### src/rtl/tmul_pkg.sv
package tmul_pkg;

  typedef logic [1:0] trit_t;

  typedef enum logic [2:0] {
    ST_IDLE,
    ST_LOAD,
    ST_MAC,
    ST_RED,
    ST_STORE
  } tmul_state_e;

  // -x mod 3: swap the two bits (1 <-> 2, 0 stays 0)
  function automatic trit_t trit_neg(trit_t x);
    return {x[0], x[1]};
  endfunction

  // 2-bit add with wrap: 3 -> 0, 4 -> 1
  function automatic trit_t trit_add(trit_t x, trit_t y);
    logic [2:0] s;
    logic [2:0] w;
    s = {1'b0, x} + {1'b0, y};
    w = s - 3'd3;
    return (s >= 3'd3) ? w[1:0] : s[1:0];
  endfunction

  function automatic trit_t trit_mul(trit_t x, trit_t y);
    if (x == 2'd0 || y == 2'd0) return 2'd0;
    return (x == 2'd2) ? trit_neg(y) : y;
  endfunction

  function automatic trit_t trit_clean(trit_t x);
    return (x == 2'd3) ? 2'd0 : x;
  endfunction

endpackage

### src/rtl/tmul_cell.sv
module tmul_cell
  import tmul_pkg::*;
(
  input  logic  clk_i,
  input  logic  rst_ni,
  input  logic  clr_i,
  input  logic  mac_i,
  input  logic  red_i,
  input  logic  top_i,
  input  trit_t a_i,
  input  trit_t b_i,
  input  trit_t sub_i,
  output trit_t c_o
);

  trit_t c_q;

  always_ff @(posedge clk_i or negedge rst_ni) begin
    if (!rst_ni) begin
      c_q <= 2'd0;
    end else if (clr_i) begin
      c_q <= 2'd0;
    end else if (mac_i) begin
      c_q <= trit_add(c_q, trit_mul(a_i, b_i));
    end else if (red_i) begin
      c_q <= top_i ? 2'd0 : trit_add(c_q, trit_neg(sub_i));
    end
  end

  assign c_o = c_q;

  assert_acc_legal_R1: assert property (@(posedge clk_i) disable iff (!rst_ni)
    c_q != 2'd3);

endmodule

### src/rtl/tmul_ctrl.sv
module tmul_ctrl
  import tmul_pkg::*;
#(
  parameter int N_MAX = 64,
  parameter int CPW   = 32,
  localparam int NW   = $clog2(N_MAX + 1)
) (
  input  logic          clk_i,
  input  logic          rst_ni,
  input  logic          start_i,
  input  logic [NW-1:0] n_i,
  input  logic          bus_gnt_i,
  output tmul_state_e   state_o,
  output logic [NW-1:0] cnt_o,
  output logic [NW-1:0] n_o,
  output logic [NW-1:0] words_o,
  output logic          clr_o,
  output logic          bus_req_o,
  output logic          bus_we_o,
  output logic          done_o
);

  tmul_state_e   state_q;
  logic [NW-1:0] cnt_q, n_q, words_q, words_n, last_rd, last_wr, last_mac;
  logic          done_q;

  assign words_n  = NW'((int'(n_i) + CPW - 1) / CPW);
  assign last_rd  = NW'({words_q, 1'b0} - 1'b1);
  assign last_wr  = words_q - 1'b1;
  assign last_mac = n_q - 1'b1;

  always_ff @(posedge clk_i or negedge rst_ni) begin
    if (!rst_ni) begin
      state_q <= ST_IDLE;
      cnt_q   <= '0;
      n_q     <= '0;
      words_q <= '0;
      done_q  <= 1'b0;
    end else begin
      done_q <= 1'b0;
      unique case (state_q)
        ST_IDLE: if (start_i) begin
          state_q <= ST_LOAD;
          cnt_q   <= '0;
          n_q     <= n_i;
          words_q <= words_n;
        end
        ST_LOAD: if (bus_gnt_i) begin
          if (cnt_q == last_rd) begin
            state_q <= ST_MAC;
            cnt_q   <= '0;
          end else begin
            cnt_q <= cnt_q + 1'b1;
          end
        end
        ST_MAC: begin
          if (cnt_q == last_mac) begin
            state_q <= ST_RED;
            cnt_q   <= '0;
          end else begin
            cnt_q <= cnt_q + 1'b1;
          end
        end
        ST_RED: begin
          state_q <= ST_STORE;
          cnt_q   <= '0;
        end
        ST_STORE: if (bus_gnt_i) begin
          if (cnt_q == last_wr) begin
            state_q <= ST_IDLE;
            cnt_q   <= '0;
            done_q  <= 1'b1;
          end else begin
            cnt_q <= cnt_q + 1'b1;
          end
        end
        default: state_q <= ST_IDLE;
      endcase
    end
  end

  assign state_o   = state_q;
  assign cnt_o     = cnt_q;
  assign n_o       = n_q;
  assign words_o   = words_q;
  assign clr_o     = (state_q == ST_IDLE) && start_i;
  assign bus_req_o = (state_q == ST_LOAD) || (state_q == ST_STORE);
  assign bus_we_o  = (state_q == ST_STORE);
  assign done_o    = done_q;

  assert_req_held_R4: assert property (@(posedge clk_i) disable iff (!rst_ni)
    (bus_req_o && !bus_gnt_i) |=> (bus_req_o && ($stable(bus_we_o))));

  assert_we_has_req_R6: assert property (@(posedge clk_i) disable iff (!rst_ni)
    bus_we_o |-> bus_req_o);

  assert_done_pulse_R6: assert property (@(posedge clk_i) disable iff (!rst_ni)
    done_o |=> !done_o);

  assert_n_held_R7: assert property (@(posedge clk_i) disable iff (!rst_ni)
    (state_q != ST_IDLE) |=> $stable(n_q));

endmodule

### src/rtl/trit_poly_mul.sv
module trit_poly_mul
  import tmul_pkg::*;
#(
  parameter int N_MAX = 64,
  parameter int BUS_W = 64,
  localparam int NW   = $clog2(N_MAX + 1)
) (
  input  logic             clk_i,
  input  logic             rst_ni,
  input  logic             start_i,
  input  logic [NW-1:0]    n_i,
  output logic             done_o,
  output logic             bus_req_o,
  output logic             bus_we_o,
  input  logic             bus_gnt_i,
  input  logic [BUS_W-1:0] bus_rdata_i,
  output logic [BUS_W-1:0] bus_wdata_o
);

  localparam int CPW  = BUS_W / 2;
  localparam int WMAX = (N_MAX + CPW - 1) / CPW;

  tmul_state_e   state_w;
  logic [NW-1:0] cnt_w, n_q, words_q;
  logic          clr, ld_hs, mac_en, red_en;

  trit_t a_q [N_MAX];
  trit_t b_q [N_MAX];
  trit_t c_w [N_MAX];
  trit_t b_last, c_last;
  logic [WMAX*BUS_W-1:0] c_flat;

  tmul_ctrl #(.N_MAX(N_MAX), .CPW(CPW)) u_ctrl (
    .clk_i     (clk_i),
    .rst_ni    (rst_ni),
    .start_i   (start_i),
    .n_i       (n_i),
    .bus_gnt_i (bus_gnt_i),
    .state_o   (state_w),
    .cnt_o     (cnt_w),
    .n_o       (n_q),
    .words_o   (words_q),
    .clr_o     (clr),
    .bus_req_o (bus_req_o),
    .bus_we_o  (bus_we_o),
    .done_o    (done_o)
  );

  assign ld_hs  = (state_w == ST_LOAD) && bus_gnt_i;
  assign mac_en = (state_w == ST_MAC);
  assign red_en = (state_w == ST_RED);

  // coefficient n-1 of the rotating operand and of the accumulator
  always_comb begin
    b_last = 2'd0;
    c_last = 2'd0;
    for (int k = 0; k < N_MAX; k++) begin
      if (k == int'(n_q) - 1) begin
        b_last = b_q[k];
        c_last = c_w[k];
      end
    end
  end

  // operand a shifts down one step per cycle, operand b rotates within n lanes
  always_ff @(posedge clk_i or negedge rst_ni) begin
    if (!rst_ni) begin
      for (int k = 0; k < N_MAX; k++) begin
        a_q[k] <= 2'd0;
        b_q[k] <= 2'd0;
      end
    end else if (clr) begin
      for (int k = 0; k < N_MAX; k++) begin
        a_q[k] <= 2'd0;
        b_q[k] <= 2'd0;
      end
    end else if (ld_hs) begin
      for (int k = 0; k < N_MAX; k++) begin
        if (int'(cnt_w) == k / CPW)
          a_q[k] <= (k < int'(n_q)) ? trit_clean(bus_rdata_i[2*(k%CPW) +: 2]) : 2'd0;
        else if (int'(cnt_w) == int'(words_q) + k / CPW)
          b_q[k] <= (k < int'(n_q)) ? trit_clean(bus_rdata_i[2*(k%CPW) +: 2]) : 2'd0;
      end
    end else if (mac_en) begin
      for (int k = 0; k < N_MAX - 1; k++) a_q[k] <= a_q[k+1];
      a_q[N_MAX-1] <= 2'd0;
      b_q[0] <= b_last;
      for (int k = 1; k < N_MAX; k++) b_q[k] <= (k < int'(n_q)) ? b_q[k-1] : 2'd0;
    end
  end

  for (genvar k = 0; k < N_MAX; k++) begin : g_cell
    tmul_cell u_cell (
      .clk_i  (clk_i),
      .rst_ni (rst_ni),
      .clr_i  (clr),
      .mac_i  (mac_en && (k < int'(n_q))),
      .red_i  (red_en && (k < int'(n_q))),
      .top_i  (k == int'(n_q) - 1),
      .a_i    (a_q[0]),
      .b_i    (b_q[k]),
      .sub_i  (c_last),
      .c_o    (c_w[k])
    );
  end

  always_comb begin
    c_flat = '0;
    for (int k = 0; k < N_MAX; k++) c_flat[2*k +: 2] = c_w[k];
  end

  always_comb begin
    bus_wdata_o = '0;
    if (state_w == ST_STORE) begin
      for (int w = 0; w < WMAX; w++) begin
        if (int'(cnt_w) == w) bus_wdata_o = c_flat[w*BUS_W +: BUS_W];
      end
    end
  end

  assert_operand_legal_R1: assert property (@(posedge clk_i) disable iff (!rst_ni)
    (a_q[0] != 2'd3) && (b_last != 2'd3));

  assert_top_zero_R3: assert property (@(posedge clk_i) disable iff (!rst_ni)
    (state_w == ST_STORE) |-> (c_last == 2'd0));

  assert_quiet_compute_R5: assert property (@(posedge clk_i) disable iff (!rst_ni)
    (mac_en || red_en) |-> !bus_req_o);

endmodule

### config.mk
export PLATFORM = sky130hd
export DESIGN_NAME = trit_poly_mul
export DESIGN_NICKNAME = d
export VERILOG_FILES = /design/src/rtl/tmul_pkg.sv /design/src/rtl/tmul_cell.sv /design/src/rtl/tmul_ctrl.sv /design/src/rtl/trit_poly_mul.sv
export SDC_FILE = /design/constraint.sdc
export NUM_CORES = 2
export LEC_CHECK = 0
export BUFFER_PORTS_ARGS = -buffer_cell sky130_fd_sc_hd__buf_2
export CAP_MARGIN = 20
export CELL_PAD_IN_SITES_DETAIL_PLACEMENT = 0
export CELL_PAD_IN_SITES_GLOBAL_PLACEMENT = 1
export CORE_MARGIN = 1
export CORE_UTILIZATION = 44
export DETAILED_ROUTE_END_ITERATION = 7
export GPL_TIMING_DRIVEN = 0
export PLACE_DENSITY = 0.79
export SKIP_CTS_REPAIR_TIMING = 1
export SYNTH_ARGS = -nofsm -noshare
export SYNTH_HDL_FRONTEND = slang
export SYNTH_HIERARCHICAL = 1
export SYNTH_SLANG_ARGS = --single-unit
### constraint.sdc
create_clock -name clk_i -period 7.4 [get_ports clk_i]
set_input_delay 0.37 -clock clk_i [delete_from_list [all_inputs] [get_ports clk_i]]
set_output_delay 0.37 -clock clk_i [all_outputs]
set_load 0.01 [all_outputs]
# Word level (Yosys, flattened, before mapping)
# Index checks and enable logic that the tools add are counted.
classes:
  bitwise: 1
  addsub: 265
  n_eq_ne: 119
  n_reduce_logical: 338
  magnitude_cmp: 192
  n_mux: 1401
op_table:
  columns: ["cell", "count"]
  rows:
  - ["2-to-1 mux 2 bit", 1183]
  - ["2-to-1 mux 128 bit", 6]
  - ["adder 2 x 2 -> 3 bit", 128]
  - ["greater-or-equal comparator 3 x 2 -> 1 bit, second input constant", 128]
  - ["== test 7 x 8 -> 1 bit, first input constant", 32]
  - ["subtractor 2 bit, second input constant", 128]
  - ["< comparator 6 x 7 -> 1 bit, first input constant", 32]
  - ["2-to-1 mux 1 bit", 195]
  - ["nonzero test 3 bit", 65]
  - ["2-to-1 mux 64 bit", 3]
  - ["logical AND 1 bit", 130]
  - ["logical NOT 2 bit", 65]
  - ["== test 6 x 8 -> 1 bit, first input constant", 16]
  - ["< comparator 5 x 7 -> 1 bit, first input constant", 16]
  - ["== test 2 bit, second input constant", 33]
  - ["!= test 66 x 3 -> 1 bit, second input constant", 1]
  - ["logical OR 1 bit", 65]
  - ["== test 5 x 8 -> 1 bit, first input constant", 8]
  - ["< comparator 4 x 7 -> 1 bit, first input constant", 8]
  - ["2-to-1 mux 7 bit", 6]
  - ["case mux 7 bit (5 select lines)", 1]
  - ["== test 4 x 8 -> 1 bit, first input constant", 4]
  - ["logical NOT 32 bit", 1]
  - ["== test 7 bit", 4]
  - ["other kinds (32)", 58]
word_totals:
  out_inout_bits: 67
  ff_bits: 409
  in_bits: 75
  elab_cells: 2513

# Depth between registers and ports, before layout
depth:
  word_depth: 73
  ltp_mapped: 21
  ltp_nobuf: 17

# Modules after synthesis
# Netlist, hierarchy kept.
by_module_without_submodules:
  columns: ["mod", "area_each_um2", "cells_per_inst", "n_inst", "seq_area_each_um2"]
  rows:
  - ["tmul_cell", 316.6, 36, 64, 50.0]
  - ["trit_poly_mul", 19004.5, 2495, 1, 6406.1]
  - ["tmul_ctrl", 1435.1, 163, 1, 525.5]

# Worst setup path before layout
# No wires, ideal clock.
synth_path:
  path_kind: "reg2reg"
  startpoint: "reg u_ctrl.n_q[3], in the netlist u_ctrl/n_o[3]"
  endpoint: "reg g_cell[56].u_cell.c_q[0]"
  required_ps: 7058
  synth_period_minus_slack_ps: 7050
  path_stages_with_launch: 18
  setup_ps: 342
  arrival_ps: 6708
  setup_slack_ps: 350
  path_buffers: 1
  path_cell_list: "dfrtp_1 -> or4_4 -> buf_6 -> mux2i_4 -> o211ai_1 -> o22ai_1 -> a2111oi_2 -> o21ai_1 -> a21oi_1 -> ha_1 -> inv_1 -> fa_1 -> inv_1 -> ha_1 -> nand2b_4 -> mux2i_1 -> nand2_1 -> a221oi_2"
synth_via:
  elab_chain_len: 73
  word_cells_on_any_way: 141
  classes_between: "add/sub: 3; order compare: 2; eq/ne: 63; mux: 69; reduce/logical: 4"
synth_rtl:
  columns: ["item", "line_no", "rtl"]
  rows:
  - ["start, declared", "tmul_ctrl.sv:24", "logic [NW-1:0] cnt_q, n_q, words_q, words_n, last_rd, last_wr, last_mac;"]
  - ["start signal, assigned", "tmul_ctrl.sv:45", "n_q <= n_i;"]
  - ["subtractor 7 x 1 -> 8 bit *", "trit_poly_mul.sv:58", "if (k == int'(n_q) - 1) begin"]
  - ["logical NOT 32 bit", "trit_poly_mul.sv:58", null]
  - ["2-to-1 mux 2 bit (63 in series)", "trit_poly_mul.sv:58", null]
  - ["2-to-1 mux 2 bit *", "trit_poly_mul.sv:58", null]
  - ["net c_last[1]", "trit_poly_mul.sv:30", "trit_t b_last, c_last;"]
  - ["adder 2 x 2 -> 3 bit *", "tmul_pkg.sv:22", "s = {1'b0, x} + {1'b0, y};"]
  - ["greater-or-equal comparator 3 x 2 -> 1 bit or subtractor 2 bit (tied branches)", "tmul_pkg.sv:24, tmul_pkg.sv:23", null]
  - ["2-to-1 mux 2 bit *", "tmul_pkg.sv:24", "return (s >= 3'd3) ? w[1:0] : s[1:0];"]
  - ["2-to-1 mux 2 bit *", "tmul_cell.sv:26", "c_q <= top_i ? 2'd0 : trit_add(c_q, trit_neg(sub_i));"]
  - ["2-to-1 mux 2 bit *", "tmul_cell.sv:25", "end else if (red_i) begin"]
  - ["2-to-1 mux 2 bit *", "tmul_cell.sv:23", "end else if (mac_i) begin"]
  - ["2-to-1 mux 2 bit *", "tmul_cell.sv:21", "end else if (clr_i) begin"]
  - ["end signal, assigned", "tmul_cell.sv:24", "c_q <= trit_add(c_q, trit_mul(a_i, b_i));"]
  - ["end signal, assigned", "tmul_cell.sv:26", null]
  - ["end, declared", "tmul_cell.sv:16", "trit_t c_q;"]
# Mark *: on every way through the listed nets, which the timed path passes. The rest lies on a longest branch. The select of a mux whose other input is x is not followed.
# A chain may end at the register's enable or synchronous reset.

# Worst setup path after layout
layout_path:
  startpoint: "reg u_ctrl.n_q[3], in the netlist u_ctrl/n_o[3]"
  endpoint: "reg g_cell[25].u_cell.c_q[0]"
layout_via:
  elab_chain_len: 73
  word_cells_on_any_way: 141
  classes_between: "add/sub: 3; order compare: 2; eq/ne: 63; mux: 69; reduce/logical: 4"
layout_rtl:
  columns: ["item", "line_no"]
  rows:
  - ["subtractor 7 x 1 -> 8 bit *", "trit_poly_mul.sv:58"]
  - ["logical NOT 32 bit", "trit_poly_mul.sv:58"]
  - ["2-to-1 mux 2 bit (63 in series)", "trit_poly_mul.sv:58"]
  - ["2-to-1 mux 2 bit *", "trit_poly_mul.sv:58"]
  - ["net c_last[0]", "trit_poly_mul.sv:30"]
  - ["adder 2 x 2 -> 3 bit *", "tmul_pkg.sv:22"]
  - ["greater-or-equal comparator 3 x 2 -> 1 bit *", "tmul_pkg.sv:24"]
  - ["2-to-1 mux 2 bit *", "tmul_pkg.sv:24"]
  - ["2-to-1 mux 2 bit *", "tmul_cell.sv:26"]
  - ["2-to-1 mux 2 bit *", "tmul_cell.sv:25"]
  - ["2-to-1 mux 2 bit *", "tmul_cell.sv:23"]
  - ["2-to-1 mux 2 bit *", "tmul_cell.sv:21"]
  - ["end signal, assigned", "tmul_cell.sv:24"]
  - ["end signal, assigned", "tmul_cell.sv:26"]
  - ["end, declared", "tmul_cell.sv:16"]
# Marks and branches as above.

==> metrics <==
status complete, but fails checks; failing checks DRC, hold timing, setup timing; Buf/Inv on CP 6; clk_lat worst skew 0.69 ns; share of cells above drive strength 1 12.4%; DRC viols 8; Max Used Layer met5; Starting Density 44.4%; yosys warns 6; crit path DAT 8.12 ns; Cells after DPL 6326; Netlist Area Pre-Place between 40000 and 50000 um^2; final hold vios 3; Max Fclk 132 MHz; min setup slack post-route -0.181 ns; CTS Sinks approximately 410; RSZ-0062 raised after global routing false; Worst VDD drop 0.360 mV; hold_sp n_i[5]; commonest cells after routing, fill and taps aside inv_1, nor2_1, dfrtp_1; pin count of the biggest net entering global routing 114; CP Max Fanout 17; Slowest-stage cell, CP a2111oi_0; CP Cell Sequence buf_2, nor4_1, clkbuf_1, nor3_1, a31oi_1, o221ai_1, a2111oi_0, o21ai_0, a21oi_4, buf_12, buf_12, inv_1, fa_1, inv_1, ha_1, nand3b_1, mux2i_1, nand3_1, a211oi_1; met3 WL post-DR roughly 23 mm; Worst path max stage delay 1.17 ns; Die Height 306 um; Pre-Repair DR Iteration Count 8; Total Wirelength ~200 mm; htree depth 2; Netlist cell types roughly 110; Hold Path Cell Cnt 2; Synth-to-Final Area Change 11.9%; capture point of the worst reg-to-reg path g_cell[25].u_cell/c_o[0]; Power, Total 25400 uW; DPL Wire Length 159 mm; Avg Inst Size Synth 8.20 um^2; Post-synth top flop dfrtp_1; Reg clk slew, reported paths about 0.06 ns; asr flop ratio synth 100%; clock tree from TritonCTS yes; Min-Delay Path Class input pin to register; sequential fraction of the synthesis area 24.9%; Setup CP Type register to register; Buffers on Ports 141; initial antenna violation count 15; Max Transition Viols Final 0; All-Layer GR Usage 42.6%; Tcrit/Tclk final 102%; routed len/inst 31.7 um; routability cong. 1.08; Via density 6.58; Iter 0 DRT Violations between 5000 and 6000; area of the multi-input gates 27400 um^2; Placeable Area 91700 um^2; Power Dens Cells between 500 and 600 nW/um^2; first-pass GRT wire length 288 mm; Startpoint Class register; antenna viol nets, final 0; Worst EP required 7.94 ns; family with the most delay on the worst path compound AO/OA/AOI/OAI gates; leakage 0.0193 uW; Cell Count, Final, Fillers Out 6440; Post-synth EDFFs 0; commonest non-fill, non-tap cell in the layout inv_1; Routed met1 length between 80 and 90 mm; Least-Margin Pin Slew approximately 1.4 ns; fin crit period 7.58 ns; R2R cell count 19; TritonCTS buffer count 52; Max Cap Viol 0; met2 wire len ~85 mm; Net count, final 5672; total die area 93700 um^2; total global routing overflow 0; Chip Width around 310 um; I/O Pins between 100 and 150; worst hold slack -0.0161 ns; row count ~110; CTS Root Buffer Type clkbuf_16; clock buffer depth 3; register cell area after layout 10100 um^2; filler cell count 9096; vias in the first global route 39900; relative slew slack about 8.4%; Cells after Synth 4962; setup slack, reg-to-reg -0.18 ns; endpoint class of the critical path register; worst reg2reg path startpoint u_ctrl/n_o[3]; Setup violations, final 33; post-synthesis register bit count ~410; Hold Path End u_ctrl/n_o[5]; vias 42400; Clock Skews 0.0738 ns
## kinds of logic (layout without fill, tap and decap cells)
group / Yosys count / after routing / synth area share, %
compound gates: 1502 / 1502 / 25.5
xor+xnor: 32 / 32 / 0.689
fa+ha+maj: 390 / 390 / 14.3
buf+inv: 837 / 1121 / 8.01
flops: 405 / 405 / 24.9
mux: 224 / 224 / 5.86
other cells: 1 / 9 / 0.00921
simple gates: 1571 / 1571 / 20.7
## worst max-delay path by stage
stage,end,slack (ns),start,cells after the start
6_report,g_cell[25].u_cell/c_o[0],-0.18,u_ctrl/n_o[3],19
5_1_grt,g_cell[25].u_cell/c_o[0],0.07,u_ctrl/n_o[3],20
4_1_cts,g_cell[25].u_cell/c_o[0],0.17,u_ctrl/n_o[4],20
3_5_place_dp,g_cell[25].u_cell/c_o[0],0.22,u_ctrl/n_o[3],19
3_3_place_gp,g_cell[9].u_cell/c_o[0],-7.29,u_ctrl/n_o[3],17
2_1_floorplan,g_cell[56].u_cell/c_o[0],0.35,u_ctrl/n_o[3],17
## area by class of cell
class | instances | share of cell area (%)
tap | 1186 | 3.26
clock buffer | 80 | 3.53
inverter | 593 | 4.89
clock inverter | 15 | 0.404
antenna | 5 | 0.0275
sequential | 405 | 22.3
multi-input combinational | 3723 | 60.1
buffer | 244 | 2.29
timing repair buffer | 189 | 3.24
## registers in the layout, indices dropped and copies added (netlist names)
name	cells
g_cell.u_cell/c_o	128
u_ctrl/words_o	3
u_ctrl/n_o	7
u_ctrl/cnt_o	7
a_q	128
u_ctrl/state_o	3
b_q	128
u_ctrl/done_o	1
## stage by stage
stage	utilization (%)	hold WS, ns	setup WS [ns]	cell area [um^2]	TNS (ns)
CTS	49.5	-0.192	0.165	45400	0
detailed placement	47.5	0.463	0.222	43600	0
finish	49.7	-0.0161	-0.181	45500	-2.15
global placement	46.8	0.457	-7.29	42900	-2962.43
floorplan	-	0.0744	0.350	40700	0
global route	49.7	0.00127	0.0651	45500	0
## per-layer routing
metal,GRT usage [%],vias up
met3,13.3,684
met5,0.620,-
met4,25.1,16
met1,54.9,20900
met2,62.3,2647
li1,-,18200
## where the power goes
part | switching, uW | leakage [uW] | internal (uW) | total [uW]
sequential | 1540 | 0.00546 | 2980 | 4520
clock | 1210 | 0.000878 | 1570 | 2770
combinational | 11700 | 0.0130 | 6440 | 18100
## synthesized netlist by cell type, drive strengths merged, types with 10 or more instances
master     n  area share [%]
a22oi    165             3.0
a22o      67             1.4
o21ai    220             2.7
mux2i    144             3.6
ha       261             8.0
xor2      21            0.45
buf       85             1.0
o2111ai   55             1.2
nor3b     12            0.25
dfrtp    405              25
o41ai     20            0.45
a21oi    479             6.8
nand3b    61             1.1
nand3     86             1.1
o221ai    19            0.41
a31oi     85             1.3
nor2b    262             5.2
o21a      19            0.35
and3      10            0.15
nand2b   140             2.4
o31ai    111             2.0
a311o     51             1.3
xnor2     11            0.24
nor3     105             1.3
o22ai     26            0.40
a221oi    21            0.65
nand2    329             3.0
fa       128             6.3
clkbuf   159             1.5
a32oi     21            0.45
or2       10            0.15
nor2     480             4.4
o211ai    13            0.24
mux2      79             2.2
a211oi    64             1.2
inv      592             5.5
No activity file was read; power rests on OpenSTA's default activity.
